[config.mk]
export PLATFORM = sky130hd
export DESIGN_NAME = aux_retry_ctrl
export DESIGN_NICKNAME = d
export VERILOG_FILES = /design/src/rtl/aux_retry_pkg.sv /design/src/rtl/aux_tick_timer.sv /design/src/rtl/aux_result_eval.sv /design/src/rtl/aux_retry_ctrl.sv
export SDC_FILE = /design/constraint.sdc
export NUM_CORES = 1
export LEC_CHECK = 0
export ABC_AREA = 1
export BUFFER_PORTS_ARGS = -buffer_cell sky130_fd_sc_hd__clkbuf_2
export CORE_ASPECT_RATIO = 0.9
export CORE_MARGIN = 2
export CORE_UTILIZATION = 58
export DETAILED_ROUTE_END_ITERATION = 10
export PLACE_DENSITY = 0.87
export SYNTH_ARGS = -nofsm -noshare
export SYNTH_HDL_FRONTEND = slang
export SYNTH_HIERARCHICAL = 1
export SYNTH_SLANG_ARGS = --single-unit
export TNS_END_PERCENT = 30
[constraint.sdc]
create_clock -name clk -period 3 [get_ports clk]
set_input_delay 0.3 -clock clk [delete_from_list [all_inputs] [get_ports clk]]
set_output_delay 0.3 -clock clk [all_outputs]
set_load 0.02 [all_outputs]
[src/rtl/aux_retry_pkg.sv]
package aux_retry_pkg;

    localparam int AUX_SZ_W = 5;

    typedef enum logic [2:0] {
        RES_OK      = 3'd0,
        RES_BUSY    = 3'd1,
        RES_IO      = 3'd2,
        RES_TIMEOUT = 3'd3,
        RES_NODEV   = 3'd4,
        RES_TOOBIG  = 3'd5
    } aux_res_e;

    typedef enum logic [2:0] {
        ST_IDLE,
        ST_POLL,
        ST_PGAP,
        ST_DIVCHK,
        ST_LAUNCH,
        ST_WAIT,
        ST_CLEAR,
        ST_BACKOFF
    } aux_state_e;

    typedef struct packed {
        logic                done;
        logic                tmo;
        logic                rxe;
        logic [AUX_SZ_W-1:0] size;
    } aux_stat_t;

endpackage

[src/rtl/aux_tick_timer.sv]
module aux_tick_timer #(
    parameter int CNT_W = 14
) (
    input  logic             clk,
    input  logic             rst_n,
    input  logic             run,
    input  logic             tick,
    input  logic [CNT_W-1:0] limit,
    output logic             expire
);

    logic [CNT_W-1:0] cnt_d, cnt_q;

    assign expire = run && tick && (cnt_q == limit - CNT_W'(1));

    always_comb begin
        cnt_d = cnt_q;
        if (!run || expire) begin
            cnt_d = '0;
        end else if (tick) begin
            cnt_d = cnt_q + CNT_W'(1);
        end
    end

    always_ff @(posedge clk) begin
        if (!rst_n) begin
            cnt_q <= '0;
        end else begin
            cnt_q <= cnt_d;
        end
    end

    // a running interval never passes its limit
    a_r5_timer_bounded: assert property (@(posedge clk) disable iff (!rst_n)
        run |-> (cnt_q < limit));

endmodule

[src/rtl/aux_result_eval.sv]
module aux_result_eval
    import aux_retry_pkg::*;
#(
    parameter int MAX_BYTES = 20
) (
    input  aux_stat_t           stat,
    input  logic [AUX_SZ_W-1:0] cap,
    output aux_res_e            code,
    output logic [AUX_SZ_W-1:0] count
);

    localparam logic [AUX_SZ_W-1:0] MAXB = AUX_SZ_W'(MAX_BYTES);

    always_comb begin
        count = '0;
        if (!stat.done) begin
            code = RES_BUSY;
        end else if (stat.rxe) begin
            code = RES_IO;
        end else if (stat.tmo) begin
            code = RES_TIMEOUT;
        end else if (stat.size == '0 || stat.size > MAXB) begin
            code = RES_BUSY;
        end else begin
            code  = RES_OK;
            count = (stat.size > cap) ? cap : stat.size;
        end
    end

endmodule

[src/rtl/aux_retry_ctrl.sv]
module aux_retry_ctrl
    import aux_retry_pkg::*;
#(
    parameter int MAX_BYTES     = 20,
    parameter int IDLE_POLLS    = 3,
    parameter int POLL_GAP_US   = 1000,
    parameter int DONE_WAIT_US  = 10000,
    parameter int RX_BACKOFF_US = 400,
    parameter int ATTEMPTS      = 5,
    parameter int DIV_W         = 8,
    parameter int IDX_W         = 3
) (
    input  logic                clk,
    input  logic                rst_n,
    input  logic                tick_us,
    input  logic                start,
    input  logic [AUX_SZ_W-1:0] tx_len,
    input  logic [AUX_SZ_W-1:0] rx_cap,
    input  logic                is_embedded,
    input  logic                port_connected,
    output logic [IDX_W-1:0]    div_idx,
    input  logic [DIV_W-1:0]    div_val,
    input  logic                ch_busy,
    input  logic                ch_done,
    input  logic                ch_tmo_err,
    input  logic                ch_rx_err,
    input  logic [AUX_SZ_W-1:0] ch_rx_size,
    output logic                ch_launch,
    output logic [DIV_W-1:0]    ch_div,
    output logic                ch_clear,
    output logic                res_valid,
    output logic [2:0]          res_code,
    output logic [AUX_SZ_W-1:0] res_count
);

    localparam int TMAX_A = (POLL_GAP_US > DONE_WAIT_US) ? POLL_GAP_US : DONE_WAIT_US;
    localparam int TMAX   = (TMAX_A > RX_BACKOFF_US) ? TMAX_A : RX_BACKOFF_US;
    localparam int CNT_W  = $clog2(TMAX + 1);
    localparam int PC_W   = $clog2(IDLE_POLLS + 1);
    localparam int AC_W   = $clog2(ATTEMPTS + 1);

    localparam logic [CNT_W-1:0]    LIM_GAP  = CNT_W'(POLL_GAP_US);
    localparam logic [CNT_W-1:0]    LIM_WAIT = CNT_W'(DONE_WAIT_US);
    localparam logic [CNT_W-1:0]    LIM_BACK = CNT_W'(RX_BACKOFF_US);
    localparam logic [PC_W-1:0]     POLL_LAST = PC_W'(IDLE_POLLS - 1);
    localparam logic [AC_W-1:0]     ATT_LAST  = AC_W'(ATTEMPTS - 1);
    localparam logic [AUX_SZ_W-1:0] MAXB      = AUX_SZ_W'(MAX_BYTES);

    typedef struct packed {
        aux_state_e          state;
        logic [PC_W-1:0]     poll_cnt;
        logic [AC_W-1:0]     att_cnt;
        logic [IDX_W-1:0]    idx;
        logic [DIV_W-1:0]    div;
        logic [AUX_SZ_W-1:0] len;
        logic [AUX_SZ_W-1:0] cap;
        aux_stat_t           stat;
        logic                res_valid;
        aux_res_e            res_code;
        logic [AUX_SZ_W-1:0] res_count;
    } ctrl_regs_t;

    ctrl_regs_t r_d, r_q;

    logic                tmr_run;
    logic [CNT_W-1:0]    tmr_lim;
    logic                tmr_exp;
    logic                retry;
    aux_stat_t           live_stat;
    aux_stat_t           eval_stat;
    aux_res_e            ev_code;
    logic [AUX_SZ_W-1:0] ev_count;

    assign live_stat = '{done: ch_done, tmo: ch_tmo_err, rxe: ch_rx_err, size: ch_rx_size};
    assign eval_stat = (r_q.state == ST_CLEAR) ? live_stat : r_q.stat;

    aux_tick_timer #(.CNT_W(CNT_W)) u_timer (
        .clk    (clk),
        .rst_n  (rst_n),
        .run    (tmr_run),
        .tick   (tick_us),
        .limit  (tmr_lim),
        .expire (tmr_exp)
    );

    aux_result_eval #(.MAX_BYTES(MAX_BYTES)) u_eval (
        .stat  (eval_stat),
        .cap   (r_q.cap),
        .code  (ev_code),
        .count (ev_count)
    );

    always_comb begin
        r_d     = r_q;
        retry   = 1'b0;
        tmr_run = 1'b0;
        tmr_lim = LIM_WAIT;
        unique case (r_q.state)
            ST_IDLE: begin
                if (start) begin
                    r_d.res_valid = 1'b0;
                    r_d.poll_cnt  = '0;
                    r_d.att_cnt   = '0;
                    r_d.idx       = '0;
                    r_d.stat      = '0;
                    r_d.len       = tx_len;
                    r_d.cap       = rx_cap;
                    if (!is_embedded && !port_connected) begin
                        r_d.res_valid = 1'b1;
                        r_d.res_code  = RES_NODEV;
                        r_d.res_count = '0;
                    end else begin
                        r_d.state = ST_POLL;
                    end
                end
            end
            ST_POLL: begin
                if (!ch_busy) begin
                    if (r_q.len > MAXB || r_q.cap > MAXB) begin
                        r_d.state     = ST_IDLE;
                        r_d.res_valid = 1'b1;
                        r_d.res_code  = RES_TOOBIG;
                        r_d.res_count = '0;
                    end else begin
                        r_d.state = ST_DIVCHK;
                    end
                end else if (r_q.poll_cnt == POLL_LAST) begin
                    r_d.state     = ST_IDLE;
                    r_d.res_valid = 1'b1;
                    r_d.res_code  = RES_BUSY;
                    r_d.res_count = '0;
                end else begin
                    r_d.poll_cnt = r_q.poll_cnt + PC_W'(1);
                    r_d.state    = ST_PGAP;
                end
            end
            ST_PGAP: begin
                tmr_run = 1'b1;
                tmr_lim = LIM_GAP;
                if (tmr_exp) begin
                    r_d.state = ST_POLL;
                end
            end
            ST_DIVCHK: begin
                if (div_val == '0) begin
                    r_d.state     = ST_IDLE;
                    r_d.res_valid = 1'b1;
                    r_d.res_code  = ev_code;
                    r_d.res_count = ev_count;
                end else begin
                    r_d.div     = div_val;
                    r_d.att_cnt = '0;
                    r_d.state   = ST_LAUNCH;
                end
            end
            ST_LAUNCH: begin
                r_d.state = ST_WAIT;
            end
            ST_WAIT: begin
                tmr_run = 1'b1;
                tmr_lim = LIM_WAIT;
                if (!ch_busy || tmr_exp) begin
                    r_d.state = ST_CLEAR;
                end
            end
            ST_CLEAR: begin
                r_d.stat = live_stat;
                if (ch_tmo_err) begin
                    retry = 1'b1;
                end else if (ch_rx_err) begin
                    r_d.state = ST_BACKOFF;
                end else if (ch_done) begin
                    r_d.state     = ST_IDLE;
                    r_d.res_valid = 1'b1;
                    r_d.res_code  = ev_code;
                    r_d.res_count = ev_count;
                end else begin
                    retry = 1'b1;
                end
            end
            ST_BACKOFF: begin
                tmr_run = 1'b1;
                tmr_lim = LIM_BACK;
                if (tmr_exp) begin
                    retry = 1'b1;
                end
            end
            default: r_d.state = ST_IDLE;
        endcase

        if (retry) begin
            if (r_q.att_cnt == ATT_LAST) begin
                r_d.idx   = r_q.idx + IDX_W'(1);
                r_d.state = ST_DIVCHK;
            end else begin
                r_d.att_cnt = r_q.att_cnt + AC_W'(1);
                r_d.state   = ST_LAUNCH;
            end
        end
    end

    always_ff @(posedge clk) begin
        if (!rst_n) begin
            r_q <= '0;
        end else begin
            r_q <= r_d;
        end
    end

    assign div_idx   = r_q.idx;
    assign ch_div    = r_q.div;
    assign ch_launch = (r_q.state == ST_LAUNCH);
    assign ch_clear  = (r_q.state == ST_CLEAR);
    assign res_valid = r_q.res_valid;
    assign res_code  = r_q.res_code;
    assign res_count = r_q.res_count;

    // a disconnected external port reports no-device next cycle
    a_r2_nodev: assert property (@(posedge clk) disable iff (!rst_n)
        (r_q.state == ST_IDLE && start && !is_embedded && !port_connected)
        |=> (res_valid && res_code == 3'd4 && !ch_launch));

    // every clear pulse closes a completion wait
    a_r5_clear_after_wait: assert property (@(posedge clk) disable iff (!rst_n)
        ch_clear |-> ($past(r_q.state) == ST_WAIT));

    // a timeout error relaunches without back-off
    a_r6_tmo_relaunch: assert property (@(posedge clk) disable iff (!rst_n)
        (ch_clear && ch_tmo_err && r_q.att_cnt != ATT_LAST) |=> ch_launch);

    // a receive error never relaunches immediately
    a_r7_rx_backoff: assert property (@(posedge clk) disable iff (!rst_n)
        (ch_clear && ch_rx_err && !ch_tmo_err) |=> !ch_launch);

    // a zero divider is never launched
    a_r8_nonzero_div: assert property (@(posedge clk) disable iff (!rst_n)
        ch_launch |-> (ch_div != '0));

    // a good result never exceeds the caller capacity
    a_r10_count_capped: assert property (@(posedge clk) disable iff (!rst_n)
        (res_valid && res_code == 3'd0) |-> (res_count <= r_q.cap && res_count != '0 || r_q.cap == '0));

    // the result holds until the next start
    a_r11_hold: assert property (@(posedge clk) disable iff (!rst_n)
        (res_valid && !start) |=> (res_valid && $stable(res_code) && $stable(res_count)));

endmodule

### After elaboration in Yosys (flattened, before gate mapping)

Cells that the tools add are included.
W data, S select, Z words.

| word-level totals | value |
|---|---|
| latch bits | 0 |
| word-level logic and storage cells | 130 |
| ROM bits | 0 |
| bits of input ports | 33 |
| output and inout bits | 22 |
| bits in registers | 60 |
| memories kept | 0 |
| memory bits (writable) | 0 |

| operators by class | value |
|---|---|
| shifts and indexed selects | 0 |
| mux-type cells | 51 |
| reduce and logical (&&, ||, !) cells | 27 |
| multipliers | 0 |
| add/subtract/negate cells | 5 |
| divide/modulo/power cells | 0 |
| order comparisons | 4 |
| bitwise gates (word level) | 2 |
| equal/unequal tests | 26 |

Operators with widths:

| operator | count |
|---|---|
| $mux W9 | 8 |
| $mux W3 | 16 |
| $pmux W9 S4 | 1 |
| $pmux W14 S2 | 1 |
| $mux W5 | 5 |
| $pmux W3 S7 | 1 |
| $ne A3 B3 Y1 const B | 6 |
| $mux W17 | 1 |
| $ne A2 B2 Y1 const B | 8 |
| $pmux W8 S2 | 1 |
| $eq A3 B3 Y1 const B | 5 |
| $gt A5 B5 Y1 const B | 3 |
| $add A14 B1 Y14 const B | 1 |
| $eq A14 B14 Y1 | 1 |
| $sub A14 B1 Y14 const B | 1 |
| $mux W11 | 1 |
| $mux W2 | 5 |
| $reduce_and A9 Y1 | 1 |
| $logic_not A8 Y1 | 1 |
| $mux W8 | 1 |
| $reduce_and A8 Y1 | 1 |
| $reduce_bool A8 Y1 | 1 |
| $reduce_and A7 Y1 | 1 |
| $add A3 B1 Y3 const B | 2 |
| 24 further kinds | 42 |

### Logic depth before layout (Yosys ltp)

Gate-level depths: netlist (run 1).

| logic depth | value |
|---|---|
| depth in word-level cells | 12 |
| depth in mapped cells | 24 |
| mapped depth without buffers | 23 |

### Hierarchy

The synthesis (run 1) kept the hierarchy.

By module, submodules not included:

| module | cells an instance | area each (sq um) | instances | sequential area each (sq um) |
|---|---|---|---|---|
| aux_retry_ctrl | 365 | 2,471.1 | 1 | 920.9 |
| aux_tick_timer | 212 | 1,296.2 | 1 | 280.3 |
| aux_result_eval | 64 | 342.8 | 1 | 0.0 |

### Worst setup path after synthesis (run 1)

OpenSTA, ideal clock, no wires.

| timing path | value |
|---|---|
| path type | register to register |
| start point | reg r_q[43] (netlist name) |
| end point | reg r_q (netlist bit div_idx[1]) |
| data required time | 2.884 ns |
| stages on the path, launching flop included | 24 |
| slack | 0.448 ns |
| arrival time | 2.436 ns |
| period minus slack after synthesis | 2.552 ns |
| buffers on the path | 0 |
| setup time | 0.116 ns |
| cells stage by stage | dfxtp_1 nand2_2 inv_1 nand2_1 nand2_1 inv_1 nand2_1 nand2_1 inv_1 o21ai_0 nor2_1 nand2_1 nor2_1 nand2_1 nor2_2 nand3_2 inv_1 nand3_1 nand2_1 inv_2 nor2_2 inv_2 o21ai_0 nor2_1 |

| between the ends | value |
|---|---|
| cells in the longest elaborated chain, start to end | 8 |
| elaborated cells on any way between the ends | 17 |
| classes of those cells | add/sub (1); eq/ne (5); mux (7); reduce/logical (4) |

Ends and longest elaborated chain:

| item | line | source |
|---|---|---|
| from (decl) | aux_retry_ctrl.sv:63 | `ctrl_regs_t r_d, r_q;` |
| from (signal assigned) | aux_retry_ctrl.sv:206 | `r_q <= r_d;` |
| $eq A3 B3 Y1 / $eq A3 B2 Y1 (equally long branches) | aux_retry_ctrl.sv:98 | `unique case (r_q.state)` |
| $pmux W14 S2 (*) | aux_retry_ctrl.sv:98 |  |
| via tmr_lim[9] | aux_retry_ctrl.sv:66 | `logic [CNT_W-1:0] tmr_lim;` |
| $sub A14 B1 Y14 (*) | aux_tick_timer.sv:14 | `assign expire = run && tick && (cnt_q == limit - CNT_W'(1));` |
| $eq A14 B14 Y1 (*) | aux_tick_timer.sv:14 |  |
| $logic_and A1 B1 Y1 (*) | aux_tick_timer.sv:14 |  |
| via tmr_exp | aux_retry_ctrl.sv:67 | `logic tmr_exp;` |
| $mux W1 (*) | aux_retry_ctrl.sv:184 | `if (tmr_exp) begin` |
| $pmux W1 S2 (*) | aux_retry_ctrl.sv:98 |  |
| $mux W6 (*) | aux_retry_ctrl.sv:191 | `if (retry) begin` |

The timed path passes the listed nets; every way through them passes the cells marked *.
A chain may end at the register's enable or synchronous reset.

### Worst setup path after layout (run 1)

| timing path | value |
|---|---|
| start point | reg r_q[44] (netlist name) |
| end point | reg r_q (netlist bit div_idx[1]) |

Same word-level chain as after synthesis.

==> impl_metrics.yaml, run 1 <==
outcome:
  outcome: "finished, final reports clean"
placed_design:
  dp_hpwl_um: 6930
  place_congestion: 0.933
  io_buffers: 54
routing:
  viasPerCell: 5.02
  drt-initial-drc-count: 220
  vias: 3974
  drtAntennaViolNets: 0
  detail_route.wl_per_cell_um: 11.7
  dr.pass1.iters: 5
  drc: 0
  drt-total-wl_um: 9230
synth:
  avgSynthCellArea_um2: 6.41
  synth_area_um2: 4110
  synthCells: 641
  yosysSeqAreaShare_pct: 29.2
  yosysWarnings: 6
  synth_edf_count: 0
  netlist.area_leader.share_pct: 29.2
  synthDistinctLibCells: 35
  synth-seq-cells: 60
  synth_top_cells_by_count: "nand2_1, inv_1, nor2_1"
  synth_top_cell_by_area: "dfxtp_1"
  synthFlopType: "dfxtp_1"
  ys_top_cells_by_area: "dfxtp_1, nand2_1, inv_1, nor2_1, a21oi_1"
  async_flop_share_pct: 0
  yosysMostFrequentCell: "nand2_1"
timing:
  fmax_mhz: 373
  slew_headroom_pct: 56.2
  setup_tns_ps: 0
  setup_viol: 0
  worst_slew_pin_slew_ps: 655
  hold_viol: 0
  slew_viol_final: 0
  hold_slack_ps: 213
  clock_skew_ps: 6.02
  period_needed_ps: 2680
  fin_crit_sh_pct: 89.3
  rsz0062_at_grt: "no"
floorplanning:
  ioPinCount: 55
  rows: 29
  fp.coreArea_um2: 6970
  die_area_um2: 7780
  fp.dieH_um: 83.9
  start_util_pct: 59.0
  die_w_um: 92.7
global_routing:
  gr-usage-met3_pct: 5.24
  overflow: 0
  grt_antenna_before_repair: 0
  grt_pass1_vias: 3587
  met1_usage_pct: 29.3
  gr-usage-all-layers_pct: 24.3
  grt_pass1_wl_um: 15200
  grt.met2_usage_pct: 41.6
  grt_busiest_layer: "met2"
  grt_max_degree: 23
min_path:
  hold_class: "input pin to flop"
  holdPathStages: 3
pwr:
  combinationalPowerShare_pct: 45.1
  internal-power_w: 0.00187
  clockPowerShare_pct: 24.3
  power.switching_w: 0.00141
  ir_worst_vdd_mv: 0.446
  swShare_pct: 43.1
  power.leakage_nw: 2.18
  power_frac_seq_pct: 30.6
  power_density_nw_per_um2: 712
layout:
  nets: 738
  num_antenna_cells: 0
  drive_gt1_share_pct: 20.0
  syn_to_final_growth_pct: 12.0
  n_fill_cell: 606
critical_path:
  crit_required_ps: 3240
  cp-end-kind: "flop"
  crit_fanout: 9
  crit_type: "flop to flop"
  crit_path_start_kind: "flop"
  r2r_cells: 23
  crit_arrival_ps: 2920
cts:
  clock-sinks: 60
  clk_latency_ps: 340
  tritoncts: "built"
  htreeDepth: 3
  cts_buffer_depth: 2
  cts_root_buffer: "clkbuf_8"
  cts.clk_slew.worst_paths_ps: 70
  cts_buffers: 9
run:
  max_cap_violations: 0
-- per-layer routing --
layer | vias up | wire length [um]
met5 | - | 0
met4 | 0 | 217
met3 | 20 | 504
met2 | 107 | 4540
li1 | 2064 | -
met1 | 1783 | 3970
-- worst max-delay path: stages (launching register included) --
cell and delay [ps]:
dfxtp_2 440, nand2_2 130, inv_1 90, nand2_1 70, nand2_1 70, inv_1 120, nand2_1 110, nand2_1 60
inv_1 60, o21ai_0 100, nor2_1 120, nand2_1 60, nor2_1 80, nand2_1 70, nor2_2 90, nand3_2 100
inv_1 80, nand3_1 70, nand2_1 120, inv_2 90, nor2_4 150, inv_2 60, o21ai_0 150, nor2_1 50
-- what timing repair did --
item	CTS	global route
hold buffers	0	0
buffers inserted	0	2
setup endpoints to repair	0	9
gates resized for setup	0	8
-- kinds of logic (layout without fill, tap and decap cells) --
kind of cell	count (synthesis)	in the layout	share of synthesized area, %
AOI/OAI and AO/OA	71	71	8.83
xor gates and xnor gates	20	20	4.26
adders and majority gates	11	11	3.35
buffers and inverters	129	174	14.6
DFF	60	60	29.2
muxes	1	1	0.244
other	3	16	0.274
and+or+nand+nor	346	346	39.2
-- worst paths after layout --
| kind | slack (ps) | startpoint | to |
|---|---|---|---|
| max | 320 | r_q[44] | div_idx[1] |
| min | 210 | div_val[3] | ch_div[3] |
| max reg2reg | 320 | r_q[44] | div_idx[1] |
| min reg2reg | 470 | ch_div[4] | ch_div[4] |
-- stage by stage --
| stage | instance area [um^2] | instances | setup WS, ps | utilization [%] | total power, W |
|---|---|---|---|---|---|
| final | 4600 | 792 | 320 | 66.1 | 0.00328 |
| after global routing | 4600 | 792 | 45.2 | 66.1 | 0.00352 |
| after CTS | 4570 | 790 | 137 | 65.5 | 0.00325 |
| after detailed placement | 4350 | 774 | 184 | 62.4 | 0.00244 |
| after global placement | 4350 | 774 | 304 | 62.4 | 0.00239 |
| after floorplan | 4160 | 654 | 449 | - | 0.00222 |
-- final cells by class --
| type | instances | area [um^2] | share of cell area, % |
|---|---|---|---|
| Timing Repair Buffer | 62 | 330 | 7.17 |
| Clock inverter | 6 | 88.8 | 1.93 |
| Inverter | 96 | 364 | 7.91 |
| Multi-Input combinational cell | 465 | 2370 | 51.5 |
| Sequential cell | 60 | 1200 | 26.2 |
| Clock buffer | 10 | 128 | 2.77 |
| Tap cell | 93 | 116 | 2.53 |
-- power groups by stage --
stage / Sequential (W) / Clock, W / Combinational (W)
floorplan: 0.000985 / 0 / 0.00124
global placement: 0.00101 / 0 / 0.00138
detailed placement: 0.00101 / 0 / 0.00143
CTS: 0.000998 / 0.000811 / 0.00144
global route: 0.00102 / 0.000847 / 0.00165
finish: 0.00100 / 0.000798 / 0.00148
-- sequential cells by signal, summed over array words and instances, names as in the netlist --
name / flops
res_valid: 1
res_count: 5
r_q: 26
div_idx: 3
u_timer/cnt_q: 14
res_code: 3
ch_div: 8
-- layout by cell type (no fill, tap or decap), types with 3 or more instances in the layout --
cell	n
nand2_1	174
inv_1	86
nor2_1	67
dfxtp_1	57
clkbuf_2	54
a21oi_1	45
nand3_1	35
nor2_2	20
o21ai_0	20
conb_1	16
xor2_1	12
nand2_2	11
ha_1	11
nand4_1	10
clkbuf_8	9
nand3_2	8
buf_4	8
xnor2_1	8
inv_2	7
nor2_4	6
nor3_1	5
clkinvlp_4	3
dfxtp_2	3
nand3b_1	3
Note: power is estimated with default switching activity, not from simulation.
==> run 2, diff against run 1 <==
ABC_AREA = not set   (was 1)
CORE_ASPECT_RATIO = 2   (was 0.9)
==> run 2 against run 1 <==
Compared with the run above: the run now ends with setup timing left; core utilization rose by 6.0 points; critical endpoint is now r_q[43]; worst setup slack got worse by 390 ps; first-iteration DRC count rose by 20%; sequential share of layout area fell by 0.93 points; die area fell by 2.2%; sequential power fell by 7%; wire length rose by 16%; synthesized cell count fell by 20%; count of clock-buffer cells in the layout rose by 3.
==> impl_metrics.yaml, run 2 <==
timing:
  period_needed_ps: 3070
  slew_headroom_pct: 49.3
  slew_viol_final: 0
  hold_viol: 0
  layout_setup_ws_ps: -69.8
  fin_crit_sh_pct: 102
  setup_tns_ps: -237
  fmax_mhz: 326
  clock_skew_ps: 5.11
  setup_viol: 4
  rsz0062_at_grt: "yes"
  worst_slew_pin_slew_ps: 760
layout:
  fin_cells: 666
  multi_input_area_um2: 2590
  seq_area_um2: 1200
  final_util_pct: 72.1
  mostFrequentLayoutCells: "nand2_1, dfxtp_1, clkbuf_2"
  n_fill_cell: 512
  largest_register: "r_q"
  mostFrequentLayoutCell: "nand2_1"
  drive_gt1_share_pct: 23.0
  largest_reg_flops: 26
  num_antenna_cells: 0
  nets: 617
  syn_to_final_growth_pct: 19.5
  finalInstanceArea_um2: 4770
routing:
  viasPerCell: 5.94
  drt-total-wl_um: 10700
  drt-initial-drc-count: 263
  drc: 0
  detail_route.wl_per_cell_um: 16.0
  drtAntennaViolNets: 0
  vias: 3958
  dr.pass1.iters: 5
cts:
  htreeDepth: 3
  clock-sinks: 60
  clk_latency_ps: 330
  cts_buffer_depth: 2
  tritoncts: "built"
  cts_buffers: 9
  cts.clk_slew.worst_paths_ps: 50
  cts_root_buffer: "clkbuf_16"
critical_path:
  r2r_end: "r_q[43]"
  path_delay_family: "simple AND/OR/NAND/NOR gates"
  cp-end-kind: "flop"
  crit_path_end: "r_q[43]"
  cp_cell_sequence: "nor3_4, inv_2, or4b_4, xnor2_1, nor4b_1, o211a_1, and2_4, and4b_1, a21oi_2, nand2_1, a221oi_1"
  crit_arrival_ps: 3280
  cp.depth: 11
  crit_required_ps: 3210
  rr_startpoint: "r_q[45]"
  r2r_slack_ps: -70
  crit_type: "flop to flop"
  path_buf_inv: 1
  crit_path_start_kind: "flop"
  crit_fanout: 5
  crit_start: "r_q[45]"
  slowest_delay_ps: 600
  cp_slowest_cell: "or4b_4"
  r2r_cells: 11
synth:
  netlist.area_leader.share_pct: 30.1
  synth_top_cell_by_area: "dfxtp_1"
  yosysMostFrequentCell: "nand2_1"
  synthFlopType: "dfxtp_1"
  async_flop_share_pct: 0
  yosysSeqAreaShare_pct: 30.1
  ys_top_cells_by_area: "dfxtp_1, nand2_1, mux2i_1, a21oi_1, buf_4"
  avgSynthCellArea_um2: 7.80
  synth_edf_count: 0
  synth_area_um2: 4000
  synthDistinctLibCells: 69
  synth-seq-cells: 60
  synth_top_cells_by_count: "nand2_1, dfxtp_1, a21oi_1"
  synthCells: 512
  yosysWarnings: 6
floorplanning:
  die_area_um2: 7610
  fp.dieH_um: 121
  fp.coreArea_um2: 6620
  ioPinCount: 55
  start_util_pct: 60.3
  die_w_um: 62.7
  rows: 42
min_path:
  hold_class: "input pin to flop"
  holdCritStartpoint: "rx_cap[0]"
placed_design:
  dp.cells: 647
  place_area_um2: 4380
  dp_hpwl_um: 7590
  io_buffers: 54
  place_congestion: 0.974
pwr:
  power_density_nw_per_um2: 704
  power.leakage_nw: 1.97
  ir_worst_vdd_mv: 0.487
global_routing:
  grt_pass1_vias: 3911
  grt_pass1_wl_um: 17300
  grt_max_degree: 26
  grt_antenna_before_repair: 0
  gr-usage-all-layers_pct: 28.7
  overflow: 0
outcome:
  violations: "setup timing"
  outcome: "finished with violations"
run:
  max_cap_violations: 0
-- run 2: cell count changes in the layout (fill, tap and decap cells not counted), sizes merged, moves of 8 or more --
cell / previous run / this run
nor3: 6 / 17
xnor2: 8 / 18
mux2i: 1 / 21
inv: 93 / 23
nand2: 187 / 102
buf: 8 / 20
o21ai: 23 / 15
nor2: 95 / 21
nand3: 43 / 9
-- run 2: layer usage --
| metal | vias up | wire [um] | GRT usage, % |
|---|---|---|---|
| li1 | 1876 | - | - |
| met1 | 1864 | 3750 | 27.2 |
| met2 | 161 | 5900 | 55.2 |
| met3 | 57 | 437 | 4.82 |
| met4 | 0 | 593 | 18.5 |
| met5 | - | 0 | 0 |
-- run 2: power breakdown --
part	switching [W]	internal, W	total [W]
clock network	0.000354	0.000794	0.00115
logic	0.000779	0.000506	0.00129
registers	0.0000578	0.000869	0.000927
-- run 2: worst min path at each step --
stage / endpoint / slack, ps / depth (start not counted)
finish: r_q[17] / 190 / 3
global route: r_q[17] / 190 / 3
CTS: r_q[17] / 180 / 3
detailed placement: r_q[9] / 450 / 2
global placement: r_q[26] / 440 / 2
floorplan: r_q[26] / 430 / 2
-- run 2: area by class of cell --
| class | count | area share, % |
|---|---|---|
| multi-input combinational | 403 | 54.3 |
| sequential | 60 | 25.2 |
| timing repair buffer | 74 | 8.96 |
| clock buffer | 13 | 5.66 |
| tap | 88 | 2.31 |
| inverter | 25 | 2.12 |
| clock inverter | 3 | 1.42 |
-- run 2: logic make-up after synthesis --
logic type | count (synthesis) | synth area share [%]
xor gates and xnor gates | 31 | 6.80
buffers and inverters | 69 | 9.40
and+or+nand+nor | 209 | 25.7
muxes | 24 | 6.11
DFF | 60 | 30.1
AOI/OAI and AO/OA | 105 | 18.2
adders and majority gates | 11 | 3.44
other | 3 | 0.282
-- run 2: through the flow --
| stage | total power (W) | worst slack [ps] | hold WS [ps] |
|---|---|---|---|
| floorplan | 0.00189 | -258 | 433 |
| global placement | 0.00209 | 20.6 | 441 |
| detailed placement | 0.00215 | -89.1 | 447 |
| CTS | 0.00330 | 0.491 | 185 |
| global route | 0.00351 | -203 | 194 |
| finish | 0.00336 | -69.8 | 188 |
-- run 2: worst min-delay path, stage by stage --
cell      delay [ps]
clkbuf_2          80
nand2_1           40
a21oi_1           50
-- run 2: what timing repair did --
action                                  CTS  global route
hold buffers                              0             0
endpoints found under the hold margin     0             0
resized for setup                         2            10
pin swaps                                 0             3
endpoints found under the setup margin    4            13
cloned                                    0             0
setup buffers                             0             3
